**src/rtl/tod_pkg.sv**
```systemverilog
package tod_pkg;

    // Reload values that give a 1 Hz tick from a 32.768 kHz reference
    localparam int unsigned ADIV_NOMINAL = 127;
    localparam int unsigned SDIV_NOMINAL = 255;

    typedef struct packed {
        logic       pm;
        logic [1:0] hr_t;
        logic [3:0] hr_u;
        logic [2:0] mn_t;
        logic [3:0] mn_u;
        logic [2:0] sc_t;
        logic [3:0] sc_u;
    } tod_time_t;

endpackage

```
**src/rtl/tod_divstage.sv**
```systemverilog
module tod_divstage #(
    parameter int W = 7
) (
    input  logic         clk_i,
    input  logic         rst_ni,
    input  logic         restart_i,
    input  logic         en_i,
    input  logic [W-1:0] reload_i,
    output logic [W-1:0] cnt_o,
    output logic         wrap_o
);

    logic [W-1:0] cnt_d, cnt_q;

    always_comb begin
        wrap_o = en_i && (cnt_q == '0) && !restart_i;
        cnt_d  = cnt_q;
        if (restart_i || wrap_o) begin
            cnt_d = reload_i;
        end else if (en_i) begin
            cnt_d = cnt_q - 1'b1;
        end
    end

    always_ff @(posedge clk_i) begin
        if (!rst_ni) begin
            cnt_q <= reload_i;
        end else begin
            cnt_q <= cnt_d;
        end
    end

    assign cnt_o = cnt_q;

endmodule

```
**src/rtl/tod_bcd_time.sv**
```systemverilog
module tod_bcd_time
    import tod_pkg::*;
(
    input  logic      clk_i,
    input  logic      rst_ni,
    input  logic      fmt12_i,
    input  logic      advance_i,
    input  logic      load_i,
    input  tod_time_t load_val_i,
    output tod_time_t time_o
);

    tod_time_t time_d, time_q, rst_val;
    logic sec_wrap, min_wrap, hr24_last, hr12_last, hr_eleven;

    always_comb begin
        rst_val      = '0;
        rst_val.hr_t = fmt12_i ? 2'd1 : 2'd0;
        rst_val.hr_u = fmt12_i ? 4'd2 : 4'd0;
    end

    always_comb begin
        time_d    = time_q;
        sec_wrap  = (time_q.sc_t == 3'd5) && (time_q.sc_u == 4'd9);
        min_wrap  = (time_q.mn_t == 3'd5) && (time_q.mn_u == 4'd9);
        hr24_last = (time_q.hr_t == 2'd2) && (time_q.hr_u == 4'd3);
        hr12_last = (time_q.hr_t == 2'd1) && (time_q.hr_u == 4'd2);
        hr_eleven = (time_q.hr_t == 2'd1) && (time_q.hr_u == 4'd1);

        if (advance_i) begin
            // seconds
            if (sec_wrap) begin
                time_d.sc_t = 3'd0;
                time_d.sc_u = 4'd0;
            end else if (time_q.sc_u == 4'd9) begin
                time_d.sc_u = 4'd0;
                time_d.sc_t = time_q.sc_t + 3'd1;
            end else begin
                time_d.sc_u = time_q.sc_u + 4'd1;
            end
            // minutes
            if (sec_wrap) begin
                if (min_wrap) begin
                    time_d.mn_t = 3'd0;
                    time_d.mn_u = 4'd0;
                end else if (time_q.mn_u == 4'd9) begin
                    time_d.mn_u = 4'd0;
                    time_d.mn_t = time_q.mn_t + 3'd1;
                end else begin
                    time_d.mn_u = time_q.mn_u + 4'd1;
                end
            end
            // hours
            if (sec_wrap && min_wrap) begin
                if (fmt12_i && hr12_last) begin
                    time_d.hr_t = 2'd0;
                    time_d.hr_u = 4'd1;
                end else if (!fmt12_i && hr24_last) begin
                    time_d.hr_t = 2'd0;
                    time_d.hr_u = 4'd0;
                end else begin
                    if (fmt12_i && hr_eleven) begin
                        time_d.pm = ~time_q.pm;
                    end
                    if (time_q.hr_u == 4'd9) begin
                        time_d.hr_u = 4'd0;
                        time_d.hr_t = time_q.hr_t + 2'd1;
                    end else begin
                        time_d.hr_u = time_q.hr_u + 4'd1;
                    end
                end
            end
        end

        if (load_i) begin
            time_d = load_val_i;
        end
        if (!fmt12_i) begin
            time_d.pm = 1'b0;
        end
    end

    always_ff @(posedge clk_i) begin
        if (!rst_ni) begin
            time_q <= rst_val;
        end else begin
            time_q <= time_d;
        end
    end

    assign time_o = time_q;

endmodule

```
**src/rtl/tod_clock.sv**
```systemverilog
module tod_clock
    import tod_pkg::*;
#(
    parameter int ADIV_W = 7,
    parameter int SDIV_W = 15
) (
    input  logic              clk_i,
    input  logic              rst_ni,
    input  logic [ADIV_W-1:0] adiv_i,
    input  logic [SDIV_W-1:0] sdiv_i,
    input  logic              fmt12_i,
    input  logic              load_i,
    input  logic [1:0]        ld_hr_t_i,
    input  logic [3:0]        ld_hr_u_i,
    input  logic [2:0]        ld_mn_t_i,
    input  logic [3:0]        ld_mn_u_i,
    input  logic [2:0]        ld_sc_t_i,
    input  logic [3:0]        ld_sc_u_i,
    input  logic              ld_pm_i,
    output logic [1:0]        hr_t_o,
    output logic [3:0]        hr_u_o,
    output logic [2:0]        mn_t_o,
    output logic [3:0]        mn_u_o,
    output logic [2:0]        sc_t_o,
    output logic [3:0]        sc_u_o,
    output logic              pm_o,
    output logic [SDIV_W-1:0] subsec_o
,
    output logic              tick_o
);

    localparam int SUB_W = SDIV_W;

    typedef struct packed {
        logic tick;
    } top_state_t;

    logic              a_wrap, s_wrap;
    logic [ADIV_W-1:0] a_cnt;
    logic [SUB_W-1:0]  s_cnt;
    tod_time_t         ld_val, time_cur;
    top_state_t        st_d, st_q;

    tod_divstage #(.W(ADIV_W)) u_async (
        .clk_i     (clk_i),
        .rst_ni    (rst_ni),
        .restart_i (load_i),
        .en_i      (1'b1),
        .reload_i  (adiv_i),
        .cnt_o     (a_cnt),
        .wrap_o    (a_wrap)
    );

    tod_divstage #(.W(SUB_W)) u_sync (
        .clk_i     (clk_i),
        .rst_ni    (rst_ni),
        .restart_i (load_i),
        .en_i      (a_wrap),
        .reload_i  (sdiv_i),
        .cnt_o     (s_cnt),
        .wrap_o    (s_wrap)
    );

    always_comb begin
        ld_val.pm   = ld_pm_i;
        ld_val.hr_t = ld_hr_t_i;
        ld_val.hr_u = ld_hr_u_i;
        ld_val.mn_t = ld_mn_t_i;
        ld_val.mn_u = ld_mn_u_i;
        ld_val.sc_t = ld_sc_t_i;
        ld_val.sc_u = ld_sc_u_i;
    end

    tod_bcd_time u_time (
        .clk_i      (clk_i),
        .rst_ni     (rst_ni),
        .fmt12_i    (fmt12_i),
        .advance_i  (s_wrap),
        .load_i     (load_i),
        .load_val_i (ld_val),
        .time_o     (time_cur)
    );

    always_comb begin
        st_d      = st_q;
        st_d.tick = s_wrap;
    end

    always_ff @(posedge clk_i) begin
        if (!rst_ni) begin
            st_q <= '0;
        end else begin
            st_q <= st_d;
        end
    end

    assign hr_t_o   = time_cur.hr_t;
    assign hr_u_o   = time_cur.hr_u;
    assign mn_t_o   = time_cur.mn_t;
    assign mn_u_o   = time_cur.mn_u;
    assign sc_t_o   = time_cur.sc_t;
    assign sc_u_o   = time_cur.sc_u;
    assign pm_o     = time_cur.pm;
    assign subsec_o = s_cnt;
    assign tick_o   = st_q.tick;

endmodule

```
**config.mk**
```make
export PLATFORM = sky130hd
export DESIGN_NAME = tod_clock
export DESIGN_NICKNAME = d
export VERILOG_FILES = /design/src/rtl/tod_pkg.sv /design/src/rtl/tod_divstage.sv /design/src/rtl/tod_bcd_time.sv /design/src/rtl/tod_clock.sv
export SDC_FILE = /design/constraint.sdc
export NUM_CORES = 1
export LEC_CHECK = 0
export BUFFER_PORTS_ARGS = -buffer_cell sky130_fd_sc_hd__buf_2
export CORE_UTILIZATION = 45
export CTS_CLUSTER_SIZE = 20
export DETAILED_ROUTE_END_ITERATION = 10
export GPL_TIMING_DRIVEN = 0
export PLACE_DENSITY = 0.82
export SETUP_SLACK_MARGIN = 0.3
export SYNTH_ARGS = -nofsm -noshare
export SYNTH_HDL_FRONTEND = slang
export SYNTH_SLANG_ARGS = --single-unit
```
**constraint.sdc**
```tcl
create_clock -name clk_i -period 2.8 [get_ports clk_i]
set_input_delay 0.28 -clock clk_i [delete_from_list [all_inputs] [get_ports clk_i]]
set_output_delay 0.28 -clock clk_i [all_outputs]
set_load 0.005 [all_outputs]
```
==> flow_metrics.env <==
export IMPL_worstSetupPathType="reg2reg"
export IMPL_yosysWarnings=0
export IMPL_reg2reg_to="u_sync.cnt_o[11]$_DFFE_PP_"
export IMPL_syn_instance_count=304
export IMPL_fin_nets=454
export IMPL_htreeDepth=2
export IMPL_grt_pass1_vias=2449
export IMPL_r2r_slack_ns=0.53
export IMPL_wl_per_cell_um=14.2
export IMPL_min_period_ns=2.27
export IMPL_ys_types=47
export IMPL_synthArstFlopShare_pct=0
export IMPL_overflow=0
export IMPL_die_area_um2=6250
export IMPL_cts_sinks=44
export IMPL_yosysSeqAreaShare_pct=40.8
export IMPL_grt_first_pass_wirelength_mm=11.3
export IMPL_multiInputGateArea_um2=1480
export IMPL_worstPathArrival_ns=2.31
export IMPL_finalHoldViolCount=0
export IMPL_fin_crit_sh_pct=81.0
export IMPL_relSlewSlack_pct=54.9
export IMPL_cts_tree="built"
export IMPL_crit_slowest_cell="edfxtp_1"
export IMPL_post_dp_hpwl_mm=4.97
export IMPL_worst_path_largest_cell_delay_ns=0.46
export IMPL_start_kind="flop"
export IMPL_first_pass_iters=4
export IMPL_rr_worst_depth=7
export IMPL_skew_ns=0.0121
export IMPL_synth_net_count=364
export IMPL_vdd_ir_drop_max_mv=0.262
export IMPL_max_cap_viol_count=0
export IMPL_fin_setup_tns_ns=0
export IMPL_drc=0
export IMPL_core_area_um2=5610
export IMPL_status="finished, final reports clean"
export IMPL_cts_root_buf="clkbuf_8"
export IMPL_routabilityCongestion=0.834
export IMPL_post_drt_via_cell_ratio=5.50
export IMPL_grt_setup_unrepaired="no"
export IMPL_drive_gt1_share_pct=26.8
export IMPL_die_h_um=79.1
export IMPL_synth_edf_count=21
export IMPL_num_vias=2567
export IMPL_portBuffers=82
export IMPL_syn_avg_cell_area_um2=8.80
export IMPL_crit_path_start="u_sync.cnt_o[0]$_DFFE_PP_"
export IMPL_synth_main_ff_cell="dfxtp_1"
export IMPL_setup_viol=0
export IMPL_end_kind="flop"
export IMPL_path_cells="inv_1, ha_1, nor3b_2, nand4_2, o21ai_0, buf_2, o21ai_0"
export IMPL_start_util_pct=47.7
export IMPL_syn_area_um2=2670
export IMPL_antenna_left=0
export IMPL_grt_max_degree=25
export IMPL_diodes=0
export IMPL_cts_buffers=5
export IMPL_pwr_density_cell_nw_per_um2=473
export IMPL_slew_viol_final=0
export IMPL_fmax_ghz=0.441
export IMPL_clk_latency_ns=0.30
export IMPL_total_leakage_power_nw=1.43
export IMPL_drt_wl_total_mm=6.61
export IMPL_grt_util_all_layers_pct=22.8
export IMPL_clockBufferDepth=2
export IMPL_rr_startpoint="u_sync.cnt_o[0]$_DFFE_PP_"
export IMPL_cpMostUsedCell="o21ai_0"
export IMPL_drt_iter0_drc=165
export IMPL_crit_fanout=10
export IMPL_crit_end="u_sync.cnt_o[11]$_DFFE_PP_"
export IMPL_fill_cells=524
export IMPL_hold_buffers=0
export IMPL_fp_row_count=27
export IMPL_cp_required_ns=2.84
export IMPL_antenna_found_initial=0
export IMPL_cts_clk_slew_worst_paths_ns=0.09
export IMPL_power_mw=1.56
export IMPL_worst_slew_pin_slew_ns=0.673
export IMPL_seqCellArea_um2=1090
export IMPL_synth_seq_cells=44
export IMPL_ioPinCount=84
export IMPL_hold_path_class="in2reg"
export IMPL_fp_dieW_um=79.1
export IMPL_area_growth_pct=23.1
worst min path at each step:
| stage | start | end | depth (start not counted) |
|---|---|---|---|
| after floorplan | adiv_i[0] | u_async.cnt_o[0]$_DFF_P_ | 2 |
| after global placement | u_async.cnt_o[0]$_DFF_P_ | u_async.cnt_o[0]$_DFF_P_ | 1 |
| final | ld_sc_u_i[1] | u_time.time_o[1]$_SDFFE_PN0P_ | 3 |
| after detailed placement | adiv_i[0] | u_async.cnt_o[0]$_DFF_P_ | 3 |
| after CTS | ld_sc_u_i[1] | u_time.time_o[1]$_SDFFE_PN0P_ | 3 |
| after global routing | adiv_i[4] | u_async.cnt_o[4]$_DFF_P_ | 3 |
critical path: cells and delay by family (launching register included):
kind	cells	cell delay, ns
compound gates	2	0.48
simple gates	2	0.47
flops	1	0.46
buf+inv	2	0.41
fa+ha+maj	1	0.19
flip-flops by register name, indices dropped and copies added, names as in the netlist:
register	count
u_time.time_o	21
u_sync.cnt_o	15
u_async.cnt_o	7
tick_o	1
report_power, final:
group          total (mW)  switching, mW  leakage (nW)  internal [mW]
combinational       0.290          0.150         0.970          0.140
sequential          0.815         0.0764         0.410          0.739
clock               0.454          0.224        0.0534          0.229
repair_timing:
| action | CTS | global route |
|---|---|---|
| cloned | 0 | 0 |
| setup endpoints to repair | 19 | 17 |
| resized for setup | 1 | 3 |
| setup buffers | 1 | 0 |
| pin swaps | 1 | 0 |
cells by family (layout without fill, tap and decap cells):
logic type | after synthesis | in the layout | share of synthesized area [%]
multiplexers | 7 | 7 | 2.62
AND/OR/NAND/NOR | 122 | 122 | 24.1
AO/OA/AOI/OAI | 71 | 71 | 16.0
buffers and inverters | 27 | 118 | 3.88
adder cells (fa/ha/maj) | 13 | 13 | 6.08
XOR/XNOR | 20 | 20 | 6.55
flip-flops | 44 | 44 | 40.8
through the flow:
stage	instances	cell area [µm²]	util, %	hold WS (ns)	worst slack [ns]
final	467	3290	58.7	0.181	0.532
after global routing	467	3290	58.7	0.185	0.322
after CTS	467	3290	58.6	0.168	0.330
after detailed placement	458	3170	56.6	0.489	0.265
after global placement	458	3170	56.6	0.468	0.304
after floorplan	304	2670	-	0.389	0.663
metal layers:
| layer | vias up | global-route usage [%] | share of wire, % |
|---|---|---|---|
| met5 | - | 0 | 0 |
| met4 | 0 | 8.00 | 1.4 |
| met3 | 11 | 4.60 | 7.8 |
| met2 | 121 | 38.3 | 48 |
| met1 | 1176 | 28.9 | 43 |
| li1 | 1259 | - | - |
placed cells by master (no fill, tap or decap), types with 10 or more instances in the layout:
cell type	synthesis	final
a21oi_1	10	10
buf_2	2	84
dfxtp_1	23	23
edfxtp_1	21	21
ha_1	13	13
inv_1	18	18
nand2_1	50	50
nor2_1	27	27
nor3_1	12	12
o21ai_0	37	37
xnor2_1	13	13
synthesized netlist by cell type, types with 7 or more instances:
master | instances | area share, %
nand2_1 | 50 | 7.0
o21ai_0 | 37 | 6.9
nor2_1 | 27 | 3.8
dfxtp_1 | 23 | 17
edfxtp_1 | 21 | 24
inv_1 | 18 | 2.5
ha_1 | 13 | 6.1
xnor2_1 | 13 | 4.3
nor3_1 | 12 | 2.2
a21oi_1 | 10 | 1.9
mux2i_1 | 7 | 2.6
xor2_1 | 7 | 2.3
final cells by class:
type / instances / area share, %
tap: 72 / 2.74
buffer: 8 / 1.06
timing repair buffer: 83 / 12.7
multi-input combinational: 233 / 45.1
clock inverter: 1 / 0.152
clock buffer: 7 / 2.96
inverter: 19 / 2.17
sequential: 44 / 33.1
Note: power is estimated with default switching activity, not from simulation.
